`config.mk`:
```
export PLATFORM = sky130hd
export DESIGN_NAME = tile_unpack_front
export DESIGN_NICKNAME = d
export VERILOG_FILES = /design/src/rtl/tup_pkg.sv /design/src/rtl/tup_snoop.sv /design/src/rtl/tup_bitrd.sv /design/src/rtl/tup_tilebuf.sv /design/src/rtl/tile_unpack_front.sv
export SDC_FILE = /design/constraint.sdc
export NUM_CORES = 2
export LEC_CHECK = 0
export CAP_MARGIN = 10
export CORE_AREA = 2 2 313 315
export CTS_CLUSTER_DIAMETER = 80
export DETAILED_ROUTE_END_ITERATION = 10
export DIE_AREA = 0 0 315 317
export DONT_BUFFER_PORTS = 1
export PLACE_DENSITY = 0.7
export SYNTH_ARGS = -nofsm -noshare
export SYNTH_HDL_FRONTEND = slang
export SYNTH_HIERARCHICAL = 1
export SYNTH_SLANG_ARGS = --single-unit
```
`constraint.sdc`:
```
create_clock -name clk -period 4.9 [get_ports clk]
set_input_delay 0.735 -clock clk [delete_from_list [all_inputs] [get_ports clk]]
set_output_delay 0.735 -clock clk [all_outputs]
set_load 0.01 [all_outputs]
```
`src/rtl/tup_pkg.sv`:
```
package tup_pkg;
    typedef enum logic [2:0] {
        ST_OFF,
        ST_HEAD,
        ST_READY,
        ST_FILL,
        ST_EMIT
    } tup_state_e;

    localparam int TUP_AW = 24;
endpackage

```
`src/rtl/tup_snoop.sv`:
```
module tup_snoop #(
    parameter int          CH_N     = 8,
    parameter logic [7:0]  DMA_PAGE = 8'h43,
    parameter logic [15:0] ENA_ADDR = 16'h4800
) (
    input  logic                       clk,
    input  logic                       rst_n,
    input  logic                       wr,
    input  logic [tup_pkg::TUP_AW-1:0] addr,
    input  logic [7:0]                 wdata,
    output logic                       reload,
    output logic                       arm,
    output logic [tup_pkg::TUP_AW-1:0] trig,
    output logic [16:0]                len
);
    localparam int CW = (CH_N > 1) ? $clog2(CH_N) : 1;

    logic [7:0]                 ctrl_q [CH_N];
    logic [tup_pkg::TUP_AW-1:0] src_q  [CH_N];
    logic [15:0]                cnt_q  [CH_N];
    logic [CH_N-1:0]            en0_q;
    logic [CW-1:0]              wch;
    logic                       ch_wr;
    logic [CW-1:0]              sel;
    logic                       found;

    assign wch   = addr[4 +: CW];
    assign ch_wr = wr && (addr[15:8] == DMA_PAGE) && !addr[7] && (32'(wch) < CH_N);

    always_ff @(posedge clk) begin
        if (!rst_n) begin
            en0_q <= '0;
            for (int i = 0; i < CH_N; i++) begin
                ctrl_q[i] <= 8'hFF;
                src_q[i]  <= '1;
                cnt_q[i]  <= 16'hFFFF;
            end
        end else begin
            if (wr && addr[15:0] == ENA_ADDR)
                en0_q <= wdata[CH_N-1:0];
            if (ch_wr) begin
                case (addr[3:0])
                    4'h0: ctrl_q[wch]        <= wdata;
                    4'h2: src_q[wch][7:0]    <= wdata;
                    4'h3: src_q[wch][15:8]   <= wdata;
                    4'h4: src_q[wch][23:16]  <= wdata;
                    4'h5: cnt_q[wch][7:0]    <= wdata;
                    4'h6: cnt_q[wch][15:8]   <= wdata;
                    default: ;
                endcase
            end
        end
    end

    // Descending scan: the lowest qualifying channel is written last and wins.
    always_comb begin
        found = 1'b0;
        sel   = '0;
        for (int i = CH_N - 1; i >= 0; i--) begin
            if (en0_q[i] && wdata[i] && ((ctrl_q[i] & 8'h88) == 8'h08)) begin
                found = 1'b1;
                sel   = CW'(i);
            end
        end
    end

    assign reload = wr && (addr[15:0] == ENA_ADDR + 16'd1);
    assign arm    = reload && found;
    assign trig   = src_q[sel];
    assign len    = (cnt_q[sel] == 16'd0) ? 17'h10000 : {1'b0, cnt_q[sel]};
endmodule

```
`src/rtl/tup_bitrd.sv`:
```
module tup_bitrd (
    input  logic                       clk,
    input  logic                       rst_n,
    input  logic                       start,
    input  logic [tup_pkg::TUP_AW-1:0] start_addr,
    input  logic                       run,
    input  logic                       take,
    output logic                       rom_req,
    output logic [tup_pkg::TUP_AW-1:0] rom_addr,
    input  logic                       rom_ack,
    input  logic [7:0]                 rom_data,
    output logic                       ok,
    output logic                       bit_o
);
    logic [7:0]                 sh_q;
    logic [3:0]                 left_q;
    logic [tup_pkg::TUP_AW-1:0] addr_q;

    always_ff @(posedge clk) begin
        if (!rst_n) begin
            sh_q   <= '0;
            left_q <= '0;
            addr_q <= '0;
        end else if (start) begin
            sh_q   <= '0;
            left_q <= '0;
            addr_q <= start_addr;
        end else if (rom_req && rom_ack) begin
            sh_q   <= rom_data;
            left_q <= 4'd8;
            addr_q <= addr_q + 1'b1;
        end else if (take && left_q != 4'd0) begin
            sh_q   <= {sh_q[6:0], 1'b0};
            left_q <= left_q - 1'b1;
        end
    end

    assign rom_req  = run && (left_q == 4'd0);
    assign rom_addr = addr_q;
    assign ok       = (left_q != 4'd0);
    assign bit_o    = sh_q[7];
endmodule

```
`src/rtl/tup_tilebuf.sv`:
```
module tup_tilebuf #(
    parameter int BYTES = 64,
    localparam int PW = $clog2(BYTES),
    localparam int SW = PW + 3
) (
    input  logic          clk,
    input  logic          wr,
    input  logic [SW-1:0] step,
    input  logic          chunky,
    input  logic          bit_i,
    input  logic [PW-1:0] pos,
    output logic [7:0]    byte_o
);
    logic [7:0]    tile_q [BYTES];
    logic [PW-1:0] idx;
    logic [2:0]    bpos;

    // Planar step = {pair, row, pixel, odd}; chunky step = {byte, plane}.
    always_comb begin
        if (chunky) begin
            idx  = step[SW-1:3];
            bpos = step[2:0];
        end else begin
            idx  = {step[SW-1:4], step[0]};
            bpos = ~step[3:1];
        end
    end

    always_ff @(posedge clk) begin
        if (wr)
            tile_q[idx][bpos] <= bit_i;
    end

    assign byte_o = tile_q[pos];
endmodule

```
`src/rtl/tile_unpack_front.sv`:
```
module tile_unpack_front #(
    parameter int          CH_N      = 8,
    parameter logic [7:0]  DMA_PAGE  = 8'h43,
    parameter logic [15:0] ENA_ADDR  = 16'h4800,
    parameter int          BUF_BYTES = 64,
    localparam int PW = $clog2(BUF_BYTES),
    localparam int SW = PW + 3
) (
    input  logic        clk,
    input  logic        rst_n,
    input  logic        cpu_wr,
    input  logic [23:0] cpu_addr,
    input  logic [7:0]  cpu_wdata,
    input  logic        rd_en,
    input  logic [23:0] rd_addr,
    output logic        rd_hit,
    output logic        busy,
    output logic        rd_valid,
    output logic [7:0]  rd_data,
    output logic        rom_req,
    output logic [23:0] rom_addr,
    input  logic        rom_ack,
    input  logic [7:0]  rom_data,
    output logic        dec_start,
    output logic [1:0]  dec_ctx,
    output logic        dec_req,
    output logic [2:0]  dec_plane,
    input  logic        dec_ack,
    input  logic        dec_bit,
    output logic        strm_ok,
    input  logic        strm_take,
    output logic        strm_bit
);
    import tup_pkg::*;

    tup_state_e     state_q, state_d;
    logic           reload, arm;
    logic [23:0]    snp_trig;
    logic [16:0]    snp_len;
    logic [23:0]    trig_q;
    logic [16:0]    left_q;
    logic [PW-1:0]  pos_q, mask;
    logic [SW-1:0]  step_q, last;
    logic [1:0]     depth_q, ctx_q, hcnt_q;
    logic [2:0]     hsh_q;
    logic           pend_q, req, chunky;
    logic           rdr_ok, rdr_bit, rdr_take, hdr_take;
    logic [7:0]     tile_byte;

    tup_snoop #(.CH_N(CH_N), .DMA_PAGE(DMA_PAGE), .ENA_ADDR(ENA_ADDR)) snoop_i (
        .clk(clk), .rst_n(rst_n), .wr(cpu_wr), .addr(cpu_addr), .wdata(cpu_wdata),
        .reload(reload), .arm(arm), .trig(snp_trig), .len(snp_len)
    );

    tup_bitrd bitrd_i (
        .clk(clk), .rst_n(rst_n), .start(arm), .start_addr(snp_trig),
        .run(state_q != ST_OFF), .take(rdr_take),
        .rom_req(rom_req), .rom_addr(rom_addr), .rom_ack(rom_ack), .rom_data(rom_data),
        .ok(rdr_ok), .bit_o(rdr_bit)
    );

    tup_tilebuf #(.BYTES(BUF_BYTES)) tile_i (
        .clk(clk), .wr(state_q == ST_FILL && dec_ack), .step(step_q), .chunky(chunky),
        .bit_i(dec_bit), .pos(pos_q), .byte_o(tile_byte)
    );

    // Depth code decode: block size mask and last step of a block.
    always_comb begin
        chunky = (depth_q == 2'd3);
        unique case (depth_q)
            2'd0:    begin mask = PW'(BUF_BYTES / 4 - 1); last = SW'(BUF_BYTES * 2 - 1); end
            2'd2:    begin mask = PW'(BUF_BYTES / 2 - 1); last = SW'(BUF_BYTES * 4 - 1); end
            default: begin mask = PW'(BUF_BYTES - 1);     last = SW'(BUF_BYTES * 8 - 1); end
        endcase
    end

    assign rd_hit   = rd_en && (state_q != ST_OFF) && (rd_addr == trig_q);
    assign req      = pend_q || rd_hit;
    assign hdr_take = (state_q == ST_HEAD) && rdr_ok;
    assign rdr_take = hdr_take || (state_q == ST_FILL && strm_take);

    always_comb begin
        state_d = state_q;
        if (reload) begin
            state_d = arm ? ST_HEAD : ST_OFF;
        end else begin
            unique case (state_q)
                ST_OFF:   state_d = ST_OFF;
                ST_HEAD:  if (hdr_take && hcnt_q == 2'd3) state_d = ST_READY;
                ST_READY: if (req) state_d = (pos_q == '0) ? ST_FILL : ST_EMIT;
                ST_FILL:  if (dec_ack && step_q == last) state_d = ST_EMIT;
                ST_EMIT:  state_d = (left_q == 17'd1) ? ST_OFF : ST_READY;
            endcase
        end
    end

    always_ff @(posedge clk) begin
        if (!rst_n) state_q <= ST_OFF;
        else        state_q <= state_d;
    end

    always_comb begin
        rd_valid  = (state_q == ST_EMIT);
        rd_data   = tile_byte;
        busy      = pend_q || (state_q == ST_FILL);
        dec_req   = (state_q == ST_FILL);
        dec_plane = chunky ? step_q[2:0] : {step_q[SW-1:SW-2], step_q[0]};
        dec_start = hdr_take && (hcnt_q == 2'd3);
        dec_ctx   = dec_start ? {hsh_q[0], rdr_bit} : ctx_q;
        strm_ok   = rdr_ok && (state_q == ST_FILL);
        strm_bit  = rdr_bit;
    end

    always_ff @(posedge clk) begin
        if (!rst_n) begin
            pend_q  <= 1'b0;
            trig_q  <= '0;
            left_q  <= '0;
            pos_q   <= '0;
            step_q  <= '0;
            depth_q <= '0;
            ctx_q   <= '0;
            hcnt_q  <= '0;
            hsh_q   <= '0;
        end else if (reload) begin
            pend_q <= 1'b0;
            if (arm) begin
                trig_q <= snp_trig;
                left_q <= snp_len;
                pos_q  <= '0;
                hcnt_q <= '0;
            end
        end else begin
            if (state_q == ST_READY) pend_q <= 1'b0;
            else if (rd_hit)         pend_q <= 1'b1;
            if (hdr_take) begin
                hsh_q  <= {hsh_q[1:0], rdr_bit};
                hcnt_q <= hcnt_q + 1'b1;
                if (hcnt_q == 2'd3) begin
                    depth_q <= hsh_q[2:1];
                    ctx_q   <= {hsh_q[0], rdr_bit};
                end
            end
            if (state_q == ST_READY && req && pos_q == '0) step_q <= '0;
            if (state_q == ST_FILL && dec_ack)             step_q <= step_q + 1'b1;
            if (state_q == ST_EMIT) begin
                pos_q  <= (pos_q + 1'b1) & mask;
                left_q <= left_q - 1'b1;
            end
        end
    end
endmodule

```
==> flow_summary.ini <==
[floorplanning]
core_area_um2 = 96280
io_pins = 117
rows = 114
die_h_um = 317
dieWidth_um = 315
dieArea_um2 = 99860
start_util = 0.4585

[placed_design]
numPortBuffers = 0
dpl_cell_area_um2 = 45060
place_hpwl_um = 65090
place.gp.congestion = 0.8685

[clock_network]
post_cts_buffers = 0
ctsResizeCount = 0
clock-sinks = 961
cts_tree = built
numCtsBuffers = 99
cts_max_level = 3
clk_pin_slew_worst_paths_ns = 0.06
clock_path_buffers = 3
clockRootBuffer = clkbuf_16
ctsHoldBuffers = 0
clock_latency_ns = 0.68

[power_and_ir_drop]
power_switching_share = 0.2042
powerDensity_nw_per_um2 = 351.3
combPwrFrac = 0.021
switchingPower_uw = 3465
p_leak_uw = 0.01443
peakVddDrop_uv = 235.2
seq_power_share = 0.538
p_int_uw = 13510
pwr-share-clk = 0.441

[final_layout]
area_growth_pct = 9.437
finish.instance_area_um2 = 48310
antenna_cells = 0
fillers = 8158
drive_above_1_share = 0.1196
final_nets = 3522

[global_routing]
grt_pass1_wl_um = 166600
grt_max_degree = 513
grt-ovfl-total = 0
grt_pass1_vias = 28030
grt_util_all_layers = 0.2175
grt_antenna_before_repair = 0

[outcome]
run_status = finished clean

[synthesis]
yosys.area.top_type = edfxtp_1
synth_edf_count = 848
synthTopCellsByArea = edfxtp_1 (58%), mux4_2 (7.2%), nor2_1 (5.1%)
synth_common_cells = edfxtp_1 (848), nor2_1 (603), nand2_1 (407)
yosysWarningCount = 6
syn_nets = 3651
syn_inst = 3570
synth_area_per_cell_um2 = 12.36
ys_types = 91
synth.most_common_cell = edfxtp_1
ys_ff_latch = 961
ys_seq_area_frac = 0.6282
synthFlopType = edfxtp_1
synthArstFlopShare = 0
yosysTopAreaCellShare = 0.5769
syn-cell-area_um2 = 44140

[sta]
worstMarginPinSlew_ns = 1.301
grt_setup_unrepaired = false
layout_min_cycle_time_ns = 4.236
slew_viol_final = 0
fin_skew_ns = 0.02052
fin_crit_sh = 0.8645
max_freq_mhz = 236.1
fin_tns_setup_ns = 0
slew_headroom = 0.1294
hold_viol_final = 0
setup_viol = 0

[worst_setup_path]
critical_path.endpoint_type = output port
cp.arrival_ns = 3.50
cp_max_fo = 28
critPathRequiredTime_ns = 4.16
rrSetupSlack_ns = 1.38
critPathLaunchType = flip-flop
crit_type = flip-flop to output port

[drt]
drtAntennaViolNets = 0
vias_per_cell = 6.067
dr.pass1.iters = 6
via_count = 29150
wl_per_cell_um = 22.93
drcViolationCount = 0
totalWireLength_um = 110100
drtIter0Drc = 3370

[hold_path]
hold_class = primary input to flip-flop

[run]
drv_cap = 0
## sequential cells by signal, summed over array words and instances (netlist names), 8 cells and up
signal            cells
snoop_i/en0_q         8
left_q               17
tile_i/tile_q       512
trig_q               24
step_q                9
snoop_i/cnt_q       128
snoop_i/src_q       192
bitrd_i/sh_q          8
snoop_i/ctrl_q       16
bitrd_i/rom_addr     24
## metal layers
metal / wire length, µm / up-vias / global-route usage
met3: 10240 / 196 / 0.04135
met4: 3137 / 0 / 0.07543
li1: - / 13020 / -
met5: 0 / - / 0
met2: 51530 / 1372 / 0.3415
met1: 45240 / 14560 / 0.3048
## worst max-delay path, cell delays in order, from the launching register on
cell and delay (ns):
dfxtp_4 0.74, buf_4 0.32, mux4_2 0.29, o22ai_1 0.08, a2111oi_0 0.88, a221o_1 0.45
## cells in the final DEF (no fill, tap or decap), types with 24 or more instances in the layout
master,synthesis,final
edfxtp_1,848,848
nor2_1,603,603
nand2_1,407,406
or3_1,328,328
mux4_2,142,142
dfxtp_1,113,110
clkbuf_16,0,102
nand3_1,94,90
a21oi_1,66,66
o21ai_0,63,63
buf_4,7,57
o21ai_1,45,42
a311oi_1,37,37
and3_1,34,34
mux2i_1,33,33
inv_1,33,32
o22ai_1,30,30
nor3_1,26,26
a31o_1,24,24
## kinds of logic (layout without fill, tap and decap cells)
logic type / Yosys count / count (layout) / share of synthesized area
xor+xnor: 36 / 36 / 0.007143
mux: 212 / 212 / 0.09516
fa+ha+maj: 9 / 9 / 0.002551
compound gates: 368 / 368 / 0.05491
simple gates: 1654 / 1654 / 0.1788
flops: 961 / 961 / 0.6282
buf+inv: 330 / 288 / 0.03325
## layout make-up
| cell class | count | area, µm² | area share |
|---|---|---|---|
| flip-flops and latches | 961 | 27740 | 0.5742 |
| multi-input cells | 2279 | 15030 | 0.3112 |
| clock buffers | 129 | 2714 | 0.05618 |
| well taps | 1276 | 1597 | 0.03305 |
| repair buffers | 65 | 573.1 | 0.01186 |
| clock inverters | 59 | 524.3 | 0.01085 |
| inverters | 35 | 131.4 | 0.002720 |
## power by group through the flow
stage | clock network, µW | logic [µW] | registers, µW
2_1_floorplan | 0 | 299 | 9260
3_3_place_gp | 0 | 350 | 9280
3_5_place_dp | 0 | 356 | 9290
4_1_cts | 7590 | 359 | 9120
5_1_grt | 7910 | 393 | 9130
6_report | 7490 | 363 | 9120
## worst paths after layout
path                     from                   end  cells after the start
setup / recovery     pos_q[0]            rd_data[3]                      5
hold / removal    rom_data[0]       bitrd_i/sh_q[0]                      2
setup reg to reg   depth_q[0]  tile_i/tile_q[10][4]                      6
hold reg to reg     trig_q[7]             trig_q[7]                      2
## per-stage QoR
| step | setup WS [ns] | total power [µW] | std cells | util | hold slack, ns |
|---|---|---|---|---|---|
| final | 0.6637 | 16970 | 4804 | 0.5017 | 0.1935 |
| after global placement | 1.184 | 9634 | 4615 | 0.4680 | 0.4551 |
| after detailed placement | 1.138 | 9647 | 4615 | 0.4680 | 0.4586 |
| after floorplan | 1.583 | 9562 | 3570 | - | 0.4476 |
| after global routing | 0.5664 | 17430 | 4804 | 0.5017 | 0.1825 |
| after CTS | 0.6795 | 17060 | 4803 | 0.5017 | 0.1540 |
No activity file was read; power rests on OpenSTA's default activity.
